$ cat src/rtl/nvsd_pkg.sv
package nvsd_pkg;
  localparam int SEQ_LEN   = 6;
  localparam int PFX_N     = SEQ_LEN - 1;
  localparam int CMP_W     = 14;
  localparam int STEP_W    = $clog2(SEQ_LEN);

  typedef logic [CMP_W-1:0] cmp_addr_t;

  localparam cmp_addr_t STORE_KEY  = 14'h0FC0;
  localparam cmp_addr_t RECALL_KEY = 14'h0C63;

  typedef enum logic [1:0] {
    REQ_NONE   = 2'd0,
    REQ_STORE  = 2'd1,
    REQ_RECALL = 2'd2
  } req_e;

  function automatic cmp_addr_t prefix_addr(input int idx);
    case (idx)
      0:       return 14'h0E38;
      1:       return 14'h31C7;
      2:       return 14'h03E0;
      3:       return 14'h3C1F;
      default: return 14'h303F;
    endcase
  endfunction
endpackage

$ cat src/rtl/nvsd_sync.sv
module nvsd_sync #(
  parameter int   STAGES    = 2,
  parameter int   WIDTH     = 1,
  parameter logic RESET_VAL = 1'b1
) (
  input  logic             clk_i,
  input  logic             rst_ni,
  input  logic [WIDTH-1:0] d_i,
  output logic [WIDTH-1:0] q_o
);
  logic [WIDTH-1:0] chain_q [STAGES];

  for (genvar s = 0; s < STAGES; s++) begin : g_stage
    always_ff @(posedge clk_i or negedge rst_ni) begin
      if (!rst_ni) chain_q[s] <= {WIDTH{RESET_VAL}};
      else if (s == 0) chain_q[s] <= d_i;
      else chain_q[s] <= chain_q[(s == 0) ? 0 : s-1];
    end
  end

  assign q_o = chain_q[STAGES-1];
endmodule

$ cat src/rtl/nvsd_edge.sv
module nvsd_edge (
  input  logic clk_i,
  input  logic rst_ni,
  input  logic lvl_i,
  output logic fall_o
);
  logic prev_q;

  always_ff @(posedge clk_i or negedge rst_ni) begin
    if (!rst_ni) prev_q <= 1'b1;
    else prev_q <= lvl_i;
  end

  assign fall_o = prev_q & ~lvl_i;
endmodule

$ cat src/rtl/nvsd_fsm.sv
module nvsd_fsm
  import nvsd_pkg::*;
#(
  parameter int ADDR_W = 15
) (
  input  logic              clk_i,
  input  logic              rst_ni,
  input  logic              strobe_i,
  input  logic              we_ni,
  input  logic [ADDR_W-1:0] addr_i,
  input  logic              busy_i,
  output logic              store_req_o,
  output logic              recall_req_o,
  output logic              out_hiz_o
);
  logic [STEP_W-1:0] step_q, step_d;
  logic [SEQ_LEN-1:0] pfx_hit;
  cmp_addr_t key;
  req_e req_d;
  logic busy_q, busy_release, hiz_q, hiz_d, store_q, recall_q;

  assign key = addr_i[CMP_W-1:0];

  for (genvar i = 0; i < SEQ_LEN; i++) begin : g_hit
    if (i < PFX_N) begin : g_pfx
      assign pfx_hit[i] = (key == prefix_addr(i));
    end else begin : g_pad
      assign pfx_hit[i] = 1'b0;
    end
  end

  assign busy_release = busy_q & ~busy_i;

  always_comb begin
    step_d = step_q;
    req_d  = REQ_NONE;
    if (busy_release) begin
      step_d = '0;
    end else if (strobe_i && !busy_i) begin
      if (!we_ni) begin
        step_d = '0;
      end else if (int'(step_q) < PFX_N && pfx_hit[step_q]) begin
        step_d = step_q + 1'b1;
      end else if (int'(step_q) == PFX_N && key == STORE_KEY) begin
        req_d  = REQ_STORE;
        step_d = '0;
      end else if (int'(step_q) == PFX_N && key == RECALL_KEY) begin
        req_d  = REQ_RECALL;
        step_d = '0;
      end else if (pfx_hit[0]) begin
        step_d = STEP_W'(1);
      end else begin
        step_d = '0;
      end
    end
  end

  always_comb begin
    hiz_d = hiz_q;
    if (req_d != REQ_NONE) hiz_d = 1'b1;
    else if (busy_release) hiz_d = 1'b0;
  end

  always_ff @(posedge clk_i or negedge rst_ni) begin
    if (!rst_ni) begin
      step_q   <= '0;
      busy_q   <= 1'b0;
      hiz_q    <= 1'b0;
      store_q  <= 1'b0;
      recall_q <= 1'b0;
    end else begin
      step_q   <= step_d;
      busy_q   <= busy_i;
      hiz_q    <= hiz_d;
      store_q  <= (req_d == REQ_STORE);
      recall_q <= (req_d == REQ_RECALL);
    end
  end

  assign store_req_o  = store_q;
  assign recall_req_o = recall_q;
  assign out_hiz_o    = hiz_q;

  assert_excl_req_R4: assert property (@(posedge clk_i) disable iff (!rst_ni)
    !(store_req_o && recall_req_o));
  assert_store_pulse_R4: assert property (@(posedge clk_i) disable iff (!rst_ni)
    store_req_o |=> !store_req_o);
  assert_recall_pulse_R4: assert property (@(posedge clk_i) disable iff (!rst_ni)
    recall_req_o |=> !recall_req_o);
  assert_hiz_with_req_R8: assert property (@(posedge clk_i) disable iff (!rst_ni)
    (store_req_o || recall_req_o) |-> out_hiz_o);
  assert_quiet_busy_R9: assert property (@(posedge clk_i) disable iff (!rst_ni)
    busy_q |-> !(store_req_o || recall_req_o));
  assert_release_clears_R9: assert property (@(posedge clk_i) disable iff (!rst_ni)
    busy_release |=> (step_q == '0 && !out_hiz_o));
  assert_write_abort_R6: assert property (@(posedge clk_i) disable iff (!rst_ni)
    (strobe_i && !we_ni) |=> (step_q == '0 && !store_req_o && !recall_req_o));
endmodule

$ cat src/rtl/nv_seq_detect.sv
module nv_seq_detect #(
  parameter int ADDR_W      = 15,
  parameter int SYNC_STAGES = 2
) (
  input  logic              clk_i,
  input  logic              rst_ni,
  input  logic              bus_ce_ni,
  input  logic              bus_we_ni,
  input  logic [ADDR_W-1:0] bus_addr_i,
  input  logic              busy_i,
  output logic              store_req_o,
  output logic              recall_req_o,
  output logic              out_hiz_o
);
  logic ce_sync_n, strobe;

  nvsd_sync #(.STAGES(SYNC_STAGES), .WIDTH(1), .RESET_VAL(1'b1)) u_sync (
    .clk_i (clk_i),
    .rst_ni(rst_ni),
    .d_i   (bus_ce_ni),
    .q_o   (ce_sync_n)
  );

  nvsd_edge u_edge (
    .clk_i (clk_i),
    .rst_ni(rst_ni),
    .lvl_i (ce_sync_n),
    .fall_o(strobe)
  );

  nvsd_fsm #(.ADDR_W(ADDR_W)) u_fsm (
    .clk_i       (clk_i),
    .rst_ni      (rst_ni),
    .strobe_i    (strobe),
    .we_ni       (bus_we_ni),
    .addr_i      (bus_addr_i),
    .busy_i      (busy_i),
    .store_req_o (store_req_o),
    .recall_req_o(recall_req_o),
    .out_hiz_o   (out_hiz_o)
  );
endmodule

$ cat config.mk
export PLATFORM = sky130hd
export DESIGN_NAME = nv_seq_detect
export DESIGN_NICKNAME = d
export VERILOG_FILES = /design/src/rtl/nvsd_pkg.sv /design/src/rtl/nvsd_sync.sv /design/src/rtl/nvsd_edge.sv /design/src/rtl/nvsd_fsm.sv /design/src/rtl/nv_seq_detect.sv
export SDC_FILE = /design/constraint.sdc
export NUM_CORES = 1
export LEC_CHECK = 0
export ABC_AREA = 1
export BUFFER_PORTS_ARGS = -buffer_cell sky130_fd_sc_hd__clkbuf_2
export CAP_MARGIN = 20
export CORE_AREA = 2 2 39 41
export CTS_BUF_LIST = sky130_fd_sc_hd__clkbuf_4
export CTS_CLUSTER_DIAMETER = 80
export CTS_CLUSTER_SIZE = 24
export DETAILED_ROUTE_END_ITERATION = 12
export DIE_AREA = 0 0 41 43
export GPL_TIMING_DRIVEN = 0
export HOLD_SLACK_MARGIN = 0.03
export PLACE_DENSITY_LB_ADDON = 0.08
export SLEW_MARGIN = 20
export SYNTH_ARGS = -nofsm -noshare
export SYNTH_HDL_FRONTEND = slang
export SYNTH_SLANG_ARGS = --single-unit
$ cat constraint.sdc
create_clock -name clk_i -period 2.6 [get_ports clk_i]
set_clock_uncertainty 0.05 [all_clocks]
set_input_delay 0.13 -clock clk_i [delete_from_list [all_inputs] [get_ports clk_i]]
set_output_delay 0.13 -clock clk_i [all_outputs]
set_load 0.005 [all_outputs]
Yosys cells after proc, flatten, opt, wreduce, memory -nomap -nowiden. Cells that the tools add are included.

Logic and storage cells: 50. Register bits: 10. Input port bits: 20.

Magnitude comparators: 2. Reductions and logical operators: 8. Muxes and demuxes: 17. Add/sub/neg operators: 1. Bitwise operators: 4. Equality and inequality tests: 10.

Operator list (number): == test 14 x 12 -> 1 bit, second input constant (3); == test 14 bit, second input constant (3); two-way mux 3 bit (6); == test 14 x 10 -> 1 bit, second input constant (1); two-way mux 2 bit (6); nonzero test 2 bit (3); logical AND 1 bit (4); less-than comparator 3 x 4 -> 1 bit, second input constant (1); two-way mux 1 bit (4); adder 3 x 1 -> 3 bit, second input constant (1); binary-select mux 1 bit (select 3 bit) (1); == test 3 bit, second input constant (1); less-than comparator 3 bit, second input constant (1); AND 1 bit (2); == test 2 x 1 -> 1 bit, second input constant (1); == test 2 bit, second input constant (1); NOT 1 bit (2); logical NOT 1 bit (1).

Logic depth before layout (Yosys ltp).
Depth in word-level cells: 10. Depth in mapped cells: 14.

By module. A second synthesis with hierarchy kept.

Cells, all modules: 115. Area total of the unflattened synthesis: 757.0 um^2.

Modules (own cells, without submodules): nvsd_fsm (instances 1, cells each 110, sequential area each 175.2 um^2, area an instance 668.1 um^2); nvsd_sync (instances 1, cells each 2, sequential area each 52.6 um^2, area an instance 52.6 um^2); nvsd_edge (instances 1, cells each 3, sequential area each 26.3 um^2, area an instance 36.3 um^2).

Worst setup path before layout. Ideal clock, no wire load.

Path type: reg-to-reg. From: register u_fsm.step_q[0]. To: register u_fsm.hiz_q, in the netlist u_fsm.out_hiz_o. Library setup time: 124 ps. Path slack: 1340 ps. Clock period less this slack: 1260 ps. Data arrival time: 1087 ps. Data required time: 2426 ps. Cell stages (with the launch flop): 7. Cells stage by stage: dfrtp_1 -> ha_1 -> nand2_1 -> nor2_1 -> nand4_1 -> nor2_1 -> a211o_1.

Longest elaborated chain between the ends: 10. Elaborated cells on any way between the ends: 16. Classes of those cells: 1 x order compare; 1 x eq/ne; 9 x mux; 5 x reduce/logical.

RTL lines: from (decl) (RTL line nvsd_fsm.sv:16) `logic [STEP_W-1:0] step_q, step_d;`; from (signal assigned) (RTL line nvsd_fsm.sv:72) `step_q <= step_d;`; == test 3 bit (RTL line nvsd_fsm.sv:44, nvsd_fsm.sv:47); logical AND 1 bit (RTL line nvsd_fsm.sv:47) `end else if (int'(step_q) == PFX_N && key == RECALL_KEY) begin`; two-way mux 2 bit (RTL line nvsd_fsm.sv:47); two-way mux 2 bit (RTL line nvsd_fsm.sv:44) `end else if (int'(step_q) == PFX_N && key == STORE_KEY) begin`; two-way mux 2 bit * (RTL line nvsd_fsm.sv:42) `end else if (int'(step_q) < PFX_N && pfx_hit[step_q]) begin`; two-way mux 2 bit * (RTL line nvsd_fsm.sv:40) `if (!we_ni) begin`; two-way mux 2 bit * (RTL line nvsd_fsm.sv:39) `end else if (strobe_i && !busy_i) begin`; two-way mux 2 bit * (RTL line nvsd_fsm.sv:37) `if (busy_release) begin`; nonzero test 2 bit * (RTL line nvsd_fsm.sv:60) `if (req_d != REQ_NONE) hiz_d = 1'b1;`; two-way mux 1 bit or nonzero test 2 bit (tied branches); to (signal assigned) (RTL line nvsd_fsm.sv:74) `hiz_q <= hiz_d;`; to (decl) (RTL line nvsd_fsm.sv:20) `logic busy_q, busy_release, hiz_q, hiz_d, store_q, recall_q;`.

Every way passes the cells marked *; elsewhere a longest branch is shown, timed or not. The select of a mux whose other input is x is not followed. A chain may end at the register's enable or synchronous reset.

Worst setup path in the final report.
From: register u_fsm.step_q[0]. To: register u_fsm.step_q[0].

Longest elaborated chain between the ends: 8. Elaborated cells on any way between the ends: 14. Classes of those cells: 1 x add/sub; 1 x order compare; 1 x eq/ne; 8 x mux; 3 x reduce/logical.

RTL lines (RTL line): == test 3 bit (nvsd_fsm.sv:44, nvsd_fsm.sv:47); logical AND 1 bit (nvsd_fsm.sv:47); two-way mux 3 bit (nvsd_fsm.sv:47); two-way mux 3 bit (nvsd_fsm.sv:44); two-way mux 3 bit * (nvsd_fsm.sv:42); two-way mux 3 bit * (nvsd_fsm.sv:40); two-way mux 3 bit * (nvsd_fsm.sv:39); two-way mux 3 bit * (nvsd_fsm.sv:37).

Marked as above.

==> flow_summary.toml <==
[global_route]
grt-ovfl-total = 0
grt_pass1_vias = 636
grt_pass1_wl_mm = 2.56
grt_usage_pct = 21.2
antenna_found_initial = 0
grt_max_degree = 11

[logic_synthesis]
synth_cell_types = 17
ys_ff_latch = 10
yosys_warnings = 0
yosysTopAreaCellShare_pct = 25.0
avgSynthCellArea_um2 = 6.54
syn_inst = 107
syn_area_um2 = 699
yosys.area.top_type = "dfrtp_1"
synth_area_leaders = "dfrtp_1 25%, nand2_1 14%, dfstp_2 11%"
synth_nets = 129
yosysSeqAreaShare_pct = 36.3

[drt]
drc = 0
routed_wl_mm = 1.43
viasPerCell = 4.89
drtIter0Drc = 19
ant_nets = 0
wl_per_cell_um = 9.47
vias = 739
dr.pass1.iters = 4

[pwr]
ir_worst_vdd_uv = 328
fin_total_pwr_mw = 0.316
p_leak_nw = 0.487
pwr_density_cell_nw_per_um2 = 359

[layout]
nNetsFinal = 158
register_area_um2 = 254
fin_util_pct = 63.7
n_fill_cell = 131
antenna_cells = 0
syn2layout_area_growth_pct = 25.9
drive_gt1_share_pct = 25.9
most-common-layout-cells = "26 x nand2_1, 21 x clkbuf_2, 19 x nor2_1, 19 x inv_1, 11 x nand3_1"
layout.cells.most_common = "nand2_1"
multiInputGateArea_um2 = 370

[sta]
maxSlewHeadroom_pct = 81.7
fin_crit_sh_pct = 54.3
setup_tns_ns = 0
drv_slew = 0
hold_viol_final = 0
worst_slew_pin_slew_ns = 0.272
fin_ws_ns = 1.19
hold_ws_ns = 0.120
setup_viol = 0
min_period_ns = 1.41
max_clock_freq_mhz = 708
rsz0062_at_grt = "no"

[die]
die_area_um2 = 1760
fp.dieW_um = 41
core_um2 = 1380
rows = 14
die_h_um = 43
start_util_pct = 50.5
ios = 23

[place]
hpwlAfterDp_mm = 1.19
dp_worst_setup_slack_ns = 1.19
routabilityCongestion = 0.821
port_buffers = 21

[critical_path]
cp_max_fo = 6
crit_path_end_kind = "flop"
cp.arrival_ns = 1.52
critPathKind = "reg2reg"
worst_ep_required_time_ns = 2.71
worst_setup_path_start_kind = "flop"

[clock_network]
cts_htree_levels = 1
clk_path_buf_depth = 2
cts_tree = "yes"
cts-resized-gates = 0
clk_pin_slew_worst_paths_ns = 0.06
ctsHoldBuffers = 3
postCtsSetupBuffers = 0
cts_made_buffers = 3
clock-root-buffer = "clkbuf_4"
insertion_delay_ns = 0.26
cts_sinks = 10

[job]
maxCapViolCount = 0

[min_path]
min_path_type = "in2reg"

[run_status]
status = "finished clean"
-- per-stage QoR --
step                      std cells  cell area (um2)
after global routing            151              881
after CTS                       151              881
after detailed placement        144              825
after global placement          144              825
final                           151              881
after floorplan                 107              699
-- sequential cells by signal, summed over array words and instances (netlist names) --
register / cells
u_fsm.step_q: 3
u_edge.prev_q: 1
u_sync.chain_q: 1
u_fsm.store_req_o: 1
u_fsm.recall_req_o: 1
u_sync.q_o: 1
u_fsm.out_hiz_o: 1
u_fsm.busy_q: 1
-- metal layers --
metal | wire (um) | part of all wire [%] | GRT usage (%)
met1 | 680 | 48 | 29.9
met2 | 673 | 47 | 29.7
met4 | 8 | 0.56 | 6.00
met3 | 69 | 4.8 | 7.85
met5 | 0 | 0 | 0
-- worst max-delay path: stages, from the launching register on --
cell	delay [ns]
dfrtp_1	0.45
inv_1	0.13
nand2_1	0.06
nor3_1	0.12
nand3_1	0.09
nand3_1	0.08
nand2_1	0.08
nand3_1	0.08
nand2_1	0.06
nand2_1	0.05
nand2_1	0.04
-- path summary, 6_finish.rpt --
path / start / endpoint / slack, ns / depth (start not counted)
worst max-delay path: u_fsm.step_q[0] / u_fsm.step_q[0] / 1.19 / 10
worst min-delay path: bus_addr_i[7] / u_fsm.recall_req_o / 0.12 / 4
worst max register to register: u_fsm.step_q[0] / u_fsm.step_q[0] / 1.19 / 10
worst min register to register: u_sync.chain_q[1] / u_sync.q_o / 0.31 / 0
max in group asynchronous: rst_ni / u_edge.prev_q / 2.03 / 2
min in group asynchronous: rst_ni / u_fsm.step_q[1] / 0.21 / 2
-- kinds of logic (layout without fill, tap and decap cells) --
kind of cell	after synthesis	after routing	synth area share, %
compound gates	3	3	3.76
fa+ha+maj	2	2	3.58
simple gates	71	71	44.4
buf+inv	20	48	10.7
flops	10	10	36.3
xor+xnor	1	1	1.25
-- layout make-up --
class | instances | share of cell area [%]
Timing Repair Buffer | 24 | 15.3
Sequential cell | 10 | 28.8
Tap cell | 16 | 2.27
Multi-Input combinational cell | 77 | 42.0
Clock buffer | 3 | 2.56
Clock inverter | 1 | 0.426
Inverter | 20 | 8.52
-- synth_stat cells (all sizes together) --
master  count
o21ai       2
ha          2
nor3        6
nand3      11
nand4       2
a211o       1
xnor2       1
nor4        1
inv        20
dfrtp       7
dfstp       3
or2         1
nor2       21
nand2      29
-- where the power goes --
part / switching, mW / internal [mW]
Combinational: 0.0268 / 0.0199
Sequential: 0.00111 / 0.161
Clock: 0.0523 / 0.0555
Power figures use the tool's default switching activity.
